--- src/rtl/pt_walker_pkg.sv ---
// Shared types and entry field positions for the page table walker.
// Assumes 32-bit entries with the frame number in the upper bits.
package pt_walker_pkg;
    localparam int PTE_W     = 32;
    localparam int FRAME_LSB = 13;
    localparam int BIT_PRES  = 0;
    localparam int BIT_WPERM = 1;
    localparam int BIT_REF   = 2;
    localparam int BIT_DIRTY = 3;

    typedef enum logic [1:0] {
        FLT_NONE   = 2'd0,
        FLT_BOUNDS = 2'd1,
        FLT_ABSENT = 2'd2,
        FLT_PROT   = 2'd3
    } fault_e;

    typedef enum logic [1:0] {
        ST_IDLE  = 2'd0,
        ST_READ  = 2'd1,
        ST_WBACK = 2'd2,
        ST_DONE  = 2'd3
    } walk_state_e;
endpackage

--- src/rtl/pt_cfg_regs.sv ---
// Table base and entry-count registers, writable and readable by software.
// Assumes single-cycle writes; reads are combinational on the select.
module pt_cfg_regs #(
    parameter int ADDR_W = 32,
    parameter int LEN_W  = 12
) (
    input  logic              clk,
    input  logic              rst_n,
    input  logic              wr_en,
    input  logic              sel,
    input  logic [ADDR_W-1:0] wdata,
    output logic [ADDR_W-1:0] rdata,
    output logic [ADDR_W-1:0] base_o,
    output logic [LEN_W-1:0]  count_o
);
    logic [ADDR_W-1:0] base_q;
    logic [LEN_W-1:0]  count_q;

    // Load the register chosen by sel on a write strobe.
    always_ff @(posedge clk) begin
        if (!rst_n) begin
            base_q  <= '0;
            count_q <= '0;
        end else if (wr_en) begin
            if (sel) count_q <= wdata[LEN_W-1:0];
            else     base_q  <= wdata;
        end
    end

    // Return the selected register, zero-extended.
    always_comb begin
        rdata = sel ? {{(ADDR_W-LEN_W){1'b0}}, count_q} : base_q;
    end

    assign base_o  = base_q;
    assign count_o = count_q;


    count_load_chk: assert property (@(posedge clk) disable iff (!rst_n)
        (wr_en && sel) |=> (count_o == $past(wdata[LEN_W-1:0])));
endmodule

--- src/rtl/pt_entry_check.sv ---
// Decodes a fetched entry: present and permission checks, flag update,
// and whether a write-back is needed. Purely combinational.
module pt_entry_check
    import pt_walker_pkg::*;
(
    input  logic [PTE_W-1:0] pte_i,
    input  logic             is_write,
    output fault_e           fault_o,
    output logic [PTE_W-1:0] pte_new_o,
    output logic             need_wb_o
);
    logic [PTE_W-1:0] set_mask;

    // Build the flag-set mask for this access type.
    always_comb begin
        set_mask = '0;
        set_mask[BIT_REF]   = 1'b1;
        set_mask[BIT_DIRTY] = is_write;
    end

    // Presence is checked before permission; the update keeps all other bits.
    always_comb begin
        if (!pte_i[BIT_PRES])                    fault_o = FLT_ABSENT;
        else if (is_write && !pte_i[BIT_WPERM])  fault_o = FLT_PROT;
        else                                     fault_o = FLT_NONE;
        pte_new_o = pte_i | set_mask;
        need_wb_o = (fault_o == FLT_NONE) && (pte_new_o != pte_i);
    end
endmodule

--- src/rtl/pt_walker.sv ---
// Single-level page table walker. It takes one miss at a time, checks the page
// against the entry count, reads the entry, checks it, writes updated flags
// back when they change, then pulses a refill or a fault.
// Assumes the memory holds mem_ack high for one cycle per completed request.
module pt_walker
    import pt_walker_pkg::*;
#(
    parameter int PAGE_W = 11,
    parameter int ADDR_W = 32
) (
    input  logic                      clk,
    input  logic                      rst_n,
    input  logic                      miss_valid,
    input  logic [PAGE_W-1:0]         miss_page,
    input  logic                      miss_write,
    output logic                      miss_busy,
    input  logic                      cfg_wr_en,
    input  logic                      cfg_sel,
    input  logic [ADDR_W-1:0]         cfg_wdata,
    output logic [ADDR_W-1:0]         cfg_rdata,
    output logic                      mem_req,
    output logic                      mem_we,
    output logic [ADDR_W-1:0]         mem_addr,
    output logic [31:0]               mem_wdata,
    input  logic                      mem_ack,
    input  logic [31:0]               mem_rdata,
    output logic                      fill_valid,
    output logic [PAGE_W-1:0]         fill_page,
    output logic [31-FRAME_LSB:0]     fill_frame,
    output logic                      fill_writable,
    output logic                      fill_dirty,
    output logic                      fault_valid,
    output logic [1:0]                fault_code
);
    localparam int LEN_W   = PAGE_W + 1;
    localparam int FRAME_W = PTE_W - FRAME_LSB;

    logic [ADDR_W-1:0] tbl_base;
    logic [LEN_W-1:0]  tbl_count;
    walk_state_e       state_q;
    logic [PAGE_W-1:0] page_q;
    logic              write_q;
    logic [ADDR_W-1:0] addr_q;
    logic [PTE_W-1:0]  pte_q;
    fault_e            code_q;
    fault_e            chk_fault;
    logic [PTE_W-1:0]  chk_pte;
    logic              chk_wb;
    logic [ADDR_W-1:0] entry_addr;
    logic              out_of_range;

    pt_cfg_regs #(.ADDR_W(ADDR_W), .LEN_W(LEN_W)) cfg_i (
        .clk(clk), .rst_n(rst_n), .wr_en(cfg_wr_en), .sel(cfg_sel),
        .wdata(cfg_wdata), .rdata(cfg_rdata),
        .base_o(tbl_base), .count_o(tbl_count)
    );

    pt_entry_check chk_i (
        .pte_i(mem_rdata), .is_write(write_q),
        .fault_o(chk_fault), .pte_new_o(chk_pte), .need_wb_o(chk_wb)
    );

    // Entry address and bounds test for the incoming miss.
    always_comb begin
        entry_addr   = tbl_base + {{(ADDR_W-PAGE_W-2){1'b0}}, miss_page, 2'b00};
        out_of_range = {1'b0, miss_page} >= tbl_count;
    end

    // Walk sequencer: accept, read, optional write-back, report.
    always_ff @(posedge clk) begin
        if (!rst_n) begin
            state_q <= ST_IDLE;
            page_q  <= '0;
            write_q <= 1'b0;
            addr_q  <= '0;
            pte_q   <= '0;
            code_q  <= FLT_NONE;
        end else begin
            case (state_q)
                ST_IDLE: if (miss_valid) begin
                    page_q  <= miss_page;
                    write_q <= miss_write;
                    addr_q  <= entry_addr;
                    pte_q   <= '0;
                    if (out_of_range) begin
                        code_q  <= FLT_BOUNDS;
                        state_q <= ST_DONE;
                    end else begin
                        code_q  <= FLT_NONE;
                        state_q <= ST_READ;
                    end
                end
                ST_READ: if (mem_ack) begin
                    pte_q  <= chk_pte;
                    code_q <= chk_fault;
                    state_q <= chk_wb ? ST_WBACK : ST_DONE;
                end
                ST_WBACK: if (mem_ack) state_q <= ST_DONE;
                default: state_q <= ST_IDLE;
            endcase
        end
    end

    // Drive the memory port and the result pulses from the walk state.
    always_comb begin
        miss_busy     = (state_q != ST_IDLE);
        mem_req       = (state_q == ST_READ) || (state_q == ST_WBACK);
        mem_we        = (state_q == ST_WBACK);
        mem_addr      = addr_q;
        mem_wdata     = pte_q;
        fill_valid    = (state_q == ST_DONE) && (code_q == FLT_NONE);
        fault_valid   = (state_q == ST_DONE) && (code_q != FLT_NONE);
        fault_code    = code_q;
        fill_page     = page_q;
        fill_frame    = pte_q[PTE_W-1 -: FRAME_W];
        fill_writable = pte_q[BIT_WPERM];
        fill_dirty    = pte_q[BIT_DIRTY];
    end


    mem_hold_chk: assert property (@(posedge clk) disable iff (!rst_n)
        (mem_req && !mem_ack) |=> (mem_req && $stable(mem_addr) && $stable(mem_we)));


    bounds_nomem_chk: assert property (@(posedge clk) disable iff (!rst_n)
        (fault_valid && fault_code == 2'd1) |-> !$past(mem_req));


    wb_flags_chk: assert property (@(posedge clk) disable iff (!rst_n)
        (mem_req && mem_we) |-> (mem_wdata[BIT_PRES] && mem_wdata[BIT_REF]));


    wb_same_addr_chk: assert property (@(posedge clk) disable iff (!rst_n)
        $rose(mem_we) |-> ($past(mem_req) && $stable(mem_addr)));


    outcome_release_chk: assert property (@(posedge clk) disable iff (!rst_n)
        (fill_valid || fault_valid) |=> (!miss_busy && !fill_valid && !fault_valid));
endmodule

--- config.mk ---
export PLATFORM = sky130hd
export DESIGN_NAME = pt_walker
export DESIGN_NICKNAME = d
export VERILOG_FILES = /design/src/rtl/pt_walker_pkg.sv /design/src/rtl/pt_cfg_regs.sv /design/src/rtl/pt_entry_check.sv /design/src/rtl/pt_walker.sv
export SDC_FILE = /design/constraint.sdc
export NUM_CORES = 1
export LEC_CHECK = 0
export BUFFER_PORTS_ARGS = -buffer_cell sky130_fd_sc_hd__clkbuf_2
export CORE_MARGIN = 5
export CORE_UTILIZATION = 25
export CTS_CLUSTER_SIZE = 16
export DETAILED_ROUTE_END_ITERATION = 7
export GPL_TIMING_DRIVEN = 0
export PLACE_DENSITY = 0.53
export SLEW_MARGIN = 25
export SYNTH_ARGS = -nofsm -noshare
export SYNTH_HDL_FRONTEND = slang
export SYNTH_SLANG_ARGS = --single-unit
export TNS_END_PERCENT = 10
--- constraint.sdc ---
create_clock -name clk -period 2.21 [get_ports clk]
set_clock_uncertainty 0.15 [all_clocks]
set_input_delay 0.3315 -clock clk [delete_from_list [all_inputs] [get_ports clk]]
set_output_delay 0.3315 -clock clk [all_outputs]
set_load 0.01 [all_outputs]
* Word-level counts from Yosys, hierarchy flattened
Cells that the tools add are included.
** Cells by class
- Add/subtract/negate cells :: 1
- Order comparisons :: 1
- Equality and inequality tests :: 7
- Muxes and demuxes :: 16
- Bitwise operators :: 2
- Reductions and logical operators :: 17
** Operators with widths (number)
- $mux 32 :: 3
- $pmux 32 s2 :: 1
- $add 32x13->32 :: 1
- $ne 32x32->1 :: 1
- $or 32x4->32 :: 1
- $mux 2 :: 8
- $ge 11x12->1 :: 1
- $logic_not 2->1 :: 3
- $pmux 2 s3 :: 1
- $reduce_and 2->1 :: 3
- $reduce_and 3->1 :: 2
- $reduce_bool 2->1 :: 3
- $eq 2x2->1 const B :: 2
- $logic_and 1x1->1 :: 4
- $ne 2x2->1 const B :: 2
- $pmux 2 s2 :: 1
- $eq 2x1->1 const B :: 1
- $mux 1 :: 2
- $ne 2x1->1 const B :: 1
- $logic_not 1->1 :: 1
- $logic_or 1x1->1 :: 1
- $not 1->1 :: 1
** Word-level totals
- Register bits after elaboration :: 124
- Input bits :: 82
- Output and inout port bits :: 135
- Word-level logic and storage cells :: 52

* Longest topological paths before layout
- Word-level depth :: 9
- Mapped depth :: 9
- Depth with buffers taken out :: 9

* Hierarchy
A second synthesis with hierarchy kept.
** Second synthesis, totals
- Cells, all modules :: 760
- Area total of the unflattened synthesis :: 6495.0 um^2
** Modules (own cells, without submodules)
- pt_walker :: instances 1, cells each 506, area an instance 4222.8 um^2
- pt_cfg_regs :: instances 1, cells each 215, area an instance 1991.9 um^2
- pt_entry_check :: instances 1, cells each 39, area an instance 280.3 um^2

* Worst setup path after synthesis
No wires, ideal clock.
- Path type :: reg-to-reg
- Start :: reg cfg_i.base_q[2], in the netlist cfg_i.base_o[2]
- End :: reg addr_q[28], in the netlist mem_addr[28]
- Setup time :: 132 ps
- Data arrival time :: 2151 ps
- Slack :: -223 ps
- Stages on the path, launching flop included :: 10
- Buffers on the path :: 0
- Cell sequence :: dfxtp_1 > ha_1 > inv_1 > fa_1 > and2b_1 > o211a_1 > o211ai_2 > a2111oi_1 > xnor2_1 > a21oi_1
** On the way
- Cells in the longest elaborated chain, start to end :: 1
** RTL lines
- from (decl) :: RTL line pt_cfg_regs.sv:16 : logic [ADDR_W-1:0] base_q;
- from (signal assigned) :: RTL line pt_cfg_regs.sv:26 : else base_q <= wdata;
- $add 32x13->32 :: RTL line pt_walker.sv:65 : entry_addr = tbl_base + {{(ADDR_W-PAGE_W-2){1'b0}}, miss_page, 2'b00};
- to (signal assigned) :: RTL line pt_walker.sv:83 : addr_q <= entry_addr;
- to (decl) :: RTL line pt_walker.sv:43 : logic [ADDR_W-1:0] addr_q;
No other way between the ends.
A chain may end at the register's enable or synchronous reset.

* Worst setup path after layout
- Start :: reg cfg_i.base_q[2], in the netlist cfg_i.base_o[2]
- End :: reg addr_q[30], in the netlist mem_addr[30]
The elaborated chain is that of the path after synthesis.

==> run metrics <==
startpoint class of the critical path=flop; worst r2r src=cfg_i.base_o[2]$_SDFFE_PN0P_; maximum vdd drop=331.5 uV; Initial Util=0.2514; power per cell area=910.1 nW/um2; Max Slew Vio Count=0; WP data required=2.35 ns; largest net degree at the start of global routing=17; YS warnings=0; # clock sinks=124; HP Class=in -> reg; gr usage total=0.1566; worst path arrival time=2.57 ns; Die W=168.2 um; LEAKAGE=3.737 nW; CP startpoint=cfg_i.base_o[2]$_SDFFE_PN0P_; share of cells above drive strength 1=0.3369; initial antenna violation count=0; Post-synth EDFFs=0; GRT overflow=0; # port buffers=215; failing checks=negative setup slack; fmax=412.3 MHz; WS Path Type=reg -> reg; grt met1 use=0.2071; Seq cells post-synth=124; Area Overhead vs Synth=42.94%; crit share post-route=1.098; global-route wire length before repair=34.73 mm; delay-heaviest family, CP=compound AO/OA/AOI/OAI gates; status=finished with violations; max incr delay on CP=0.38 ns; cell count after synthesis=743; worst slack, placed=-0.6259 ns; Syn Nets=852; clk slew on worst S/H paths=0.06 ns; Synth Flop Type=dfxtp_1; # diodes=0; crit end category=flop; DR DRC count=0; clock root buffer=clkbuf_16; busiest grt layer=met2; Layout Nets=1117; Die Ht=168.2 um; count of final hold-check violations=0; Register Area=2496 um2; Seq/Total Area, Yosys=0.3966; Pre-antenna DRT Iters=5; DRT antenna net count=0; Site Rows=58; GPL Wtd Cong=0.7964; total power=8.142 mW; H-tree depth=4; Tmin final=2.426 ns; Multi-input gate area=3567 um2; Synth area leaders=dfxtp_1 40%, nand2_1 8.4%, a21boi_0 8.2%; synthesized area=6259 um2; Post-synth ARST share=0; Final setup viols=9; WL per Instance=16.67 um; via count=6049; Core ar.=24890 um2; final setup margin=-0.2156 ns; filler instances=2630; DR iter-0 viols=378; WL final=22.52 mm; critical path peak fanout=6; Hold Path Origin=cfg_wdata[9]; Slew headroom=0.5192; slowest CP cell=a2111oi_4; number of buffers and inverters on the critical path=1; top cell type's share of synthesized area=0.3966; GR Layer Usage met3=0.04062; latest clock arrival within the worst-skew pair=0.42 ns; HPWL after DPL=17.58 mm; area leader, netlist=dfxtp_1; clock buffer depth=2; RSZ-0062 raised after global routing=true; Worst Tran Pin Value=0.7212 ns; Max-Cap Viols=0; worst-path cell chain=ha_4 -> inv_2 -> fa_2 -> and2b_1 -> o211a_1 -> o211ai_4 -> a2111oi_4 -> xnor2_2 -> a21oi_1; DR vias/cell=4.477; Syn Area/Cell=8.423 um2; CTS buffer count=17; vias in the first global route=6003; M2 GR Usage=0.2540; I/O pin count=217; count of cell types in the netlist=53; TritonCTS clock tree=done; Die ar.=28300 um2; Post-Route Setup TNS=-1.402 ns
## power by group
part	internal (mW)	switching, mW	leakage, nW
Sequential	2.53	0.224	1.02
Combinational	0.897	1.48	2.42
Clock	1.92	1.09	0.303
Total	5.35	2.79	3.74
## worst paths after layout
| path | to | slack (ns) | depth (start not counted) |
|---|---|---|---|
| setup / recovery | mem_addr[30]$_SDFFE_PN0P_ | -0.22 | 9 |
| hold / removal | cfg_i.base_o[9]$_SDFFE_PN0P_ | 0.01 | 3 |
| setup reg to reg | mem_addr[30]$_SDFFE_PN0P_ | -0.22 | 9 |
| hold reg to reg | mem_addr[11]$_SDFFE_PN0P_ | 0.31 | 2 |
## flip-flops by register name, indices dropped and copies added (netlist names)
register       count
cfg_i.base_o      32
mem_addr          32
mem_wdata         32
cfg_i.count_o     12
fill_page         11
fault_code         2
state_q            2
write_q            1
## logic make-up (layout without fill, tap and decap cells)
| kind of cell | count (synthesis) | in the layout | share of synthesized area |
|---|---|---|---|
| AND/OR/NAND/NOR | 262 | 262 | 0.2059 |
| adder cells (fa/ha/maj) | 27 | 27 | 0.05518 |
| XOR/XNOR | 13 | 13 | 0.01819 |
| AO/OA/AOI/OAI | 213 | 213 | 0.2355 |
| flip-flops | 124 | 124 | 0.3966 |
| buffers and inverters | 93 | 371 | 0.06877 |
| multiplexers | 11 | 11 | 0.01979 |
## Yosys cell counts, drive strengths merged, types with 3 or more instances
| library cell | count |
|---|---|
| nand3 | 12 |
| ha | 26 |
| nand2 | 140 |
| nand4 | 3 |
| clkbuf | 42 |
| a21o | 5 |
| nand2b | 4 |
| nor2b | 49 |
| xnor2 | 11 |
| a21boi | 68 |
| a21oi | 28 |
| o31ai | 5 |
| nor2 | 14 |
| a22oi | 31 |
| dfxtp | 124 |
| or4 | 5 |
| o211a | 4 |
| and3 | 3 |
| inv | 26 |
| or3 | 4 |
| a31oi | 9 |
| o211ai | 4 |
| mux2 | 11 |
| o21a | 5 |
| nor3b | 5 |
| buf | 25 |
| o21ai | 39 |
| a211o | 3 |
| nor3 | 7 |
| a2111oi | 3 |
| a211oi | 5 |
| nand3b | 4 |
| and2 | 6 |
## worst register-to-register path, cell delays in order, from the launching register on
cell	delay, ns
dfxtp_4	0.36
ha_4	0.13
inv_2	0.03
fa_2	0.34
and2b_1	0.22
o211a_1	0.22
o211ai_4	0.17
a2111oi_4	0.39
xnor2_2	0.20
a21oi_1	0.10
## metrics by stage
step	util	area (um2)	hold slack [ns]	std cells
5_1_grt	0.3594	8946	0.003768	1351
2_1_floorplan	-	6301	0.3018	743
3_5_place_dp	0.3130	7790	0.3091	1288
3_3_place_gp	0.3130	7790	0.3032	1288
4_1_cts	0.3551	8840	0.0005645	1351
6_report	0.3594	8946	0.01065	1351
## cell type report
class,instances,share of cell area
sequential,124,0.2790
timing repair buffer,247,0.1548
multi-input combinational,526,0.3987
clock buffer,18,0.04909
inverter,26,0.01091
tap,330,0.04615
buffer,66,0.03972
clock inverter,14,0.02154
## routing by layer
metal | wire length (um) | vias to the layer above | share of wire
met1 | 10480 | 2761 | 0.47
met4 | 288 | 0 | 0.013
met3 | 1450 | 15 | 0.064
met5 | 0 | - | 0
met2 | 10300 | 179 | 0.46
li1 | - | 3094 | -
## cell usage in the layout, fill, tap and decap left out, types with 5 or more instances in the layout
| cell type | count |
|---|---|
| buf_4 | 27 |
| clkbuf_1 | 30 |
| dfxtp_1 | 115 |
| o21ai_0 | 36 |
| o21a_1 | 5 |
| or4_1 | 5 |
| a22oi_1 | 31 |
| inv_1 | 25 |
| a31oi_1 | 9 |
| ha_4 | 8 |
| nand2_1 | 139 |
| dfxtp_2 | 8 |
| and2_1 | 6 |
| nand3_1 | 11 |
| nor3b_1 | 5 |
| ha_1 | 17 |
| nor2_1 | 12 |
| nor2b_1 | 49 |
| nor3_1 | 6 |
| mux2_2 | 11 |
| a211oi_1 | 5 |
| a21oi_1 | 24 |
| a21o_1 | 5 |
| o31ai_1 | 5 |
| clkbuf_16 | 17 |
| a21boi_0 | 67 |
| clkbuf_2 | 225 |
| xnor2_1 | 8 |
| dlygate4sd3_1 | 26 |
## repair_timing
action | in CTS | in global routing
endpoints found under the hold margin | 30 | 0
hold buffers | 26 | 0
endpoints found under the setup margin | 71 | 51
pin swaps | 10 | 6
buffers inserted | 5 | 1
resized for setup | 30 | 33
gates cloned | 0 | 0
Power figures use the tool's default switching activity.
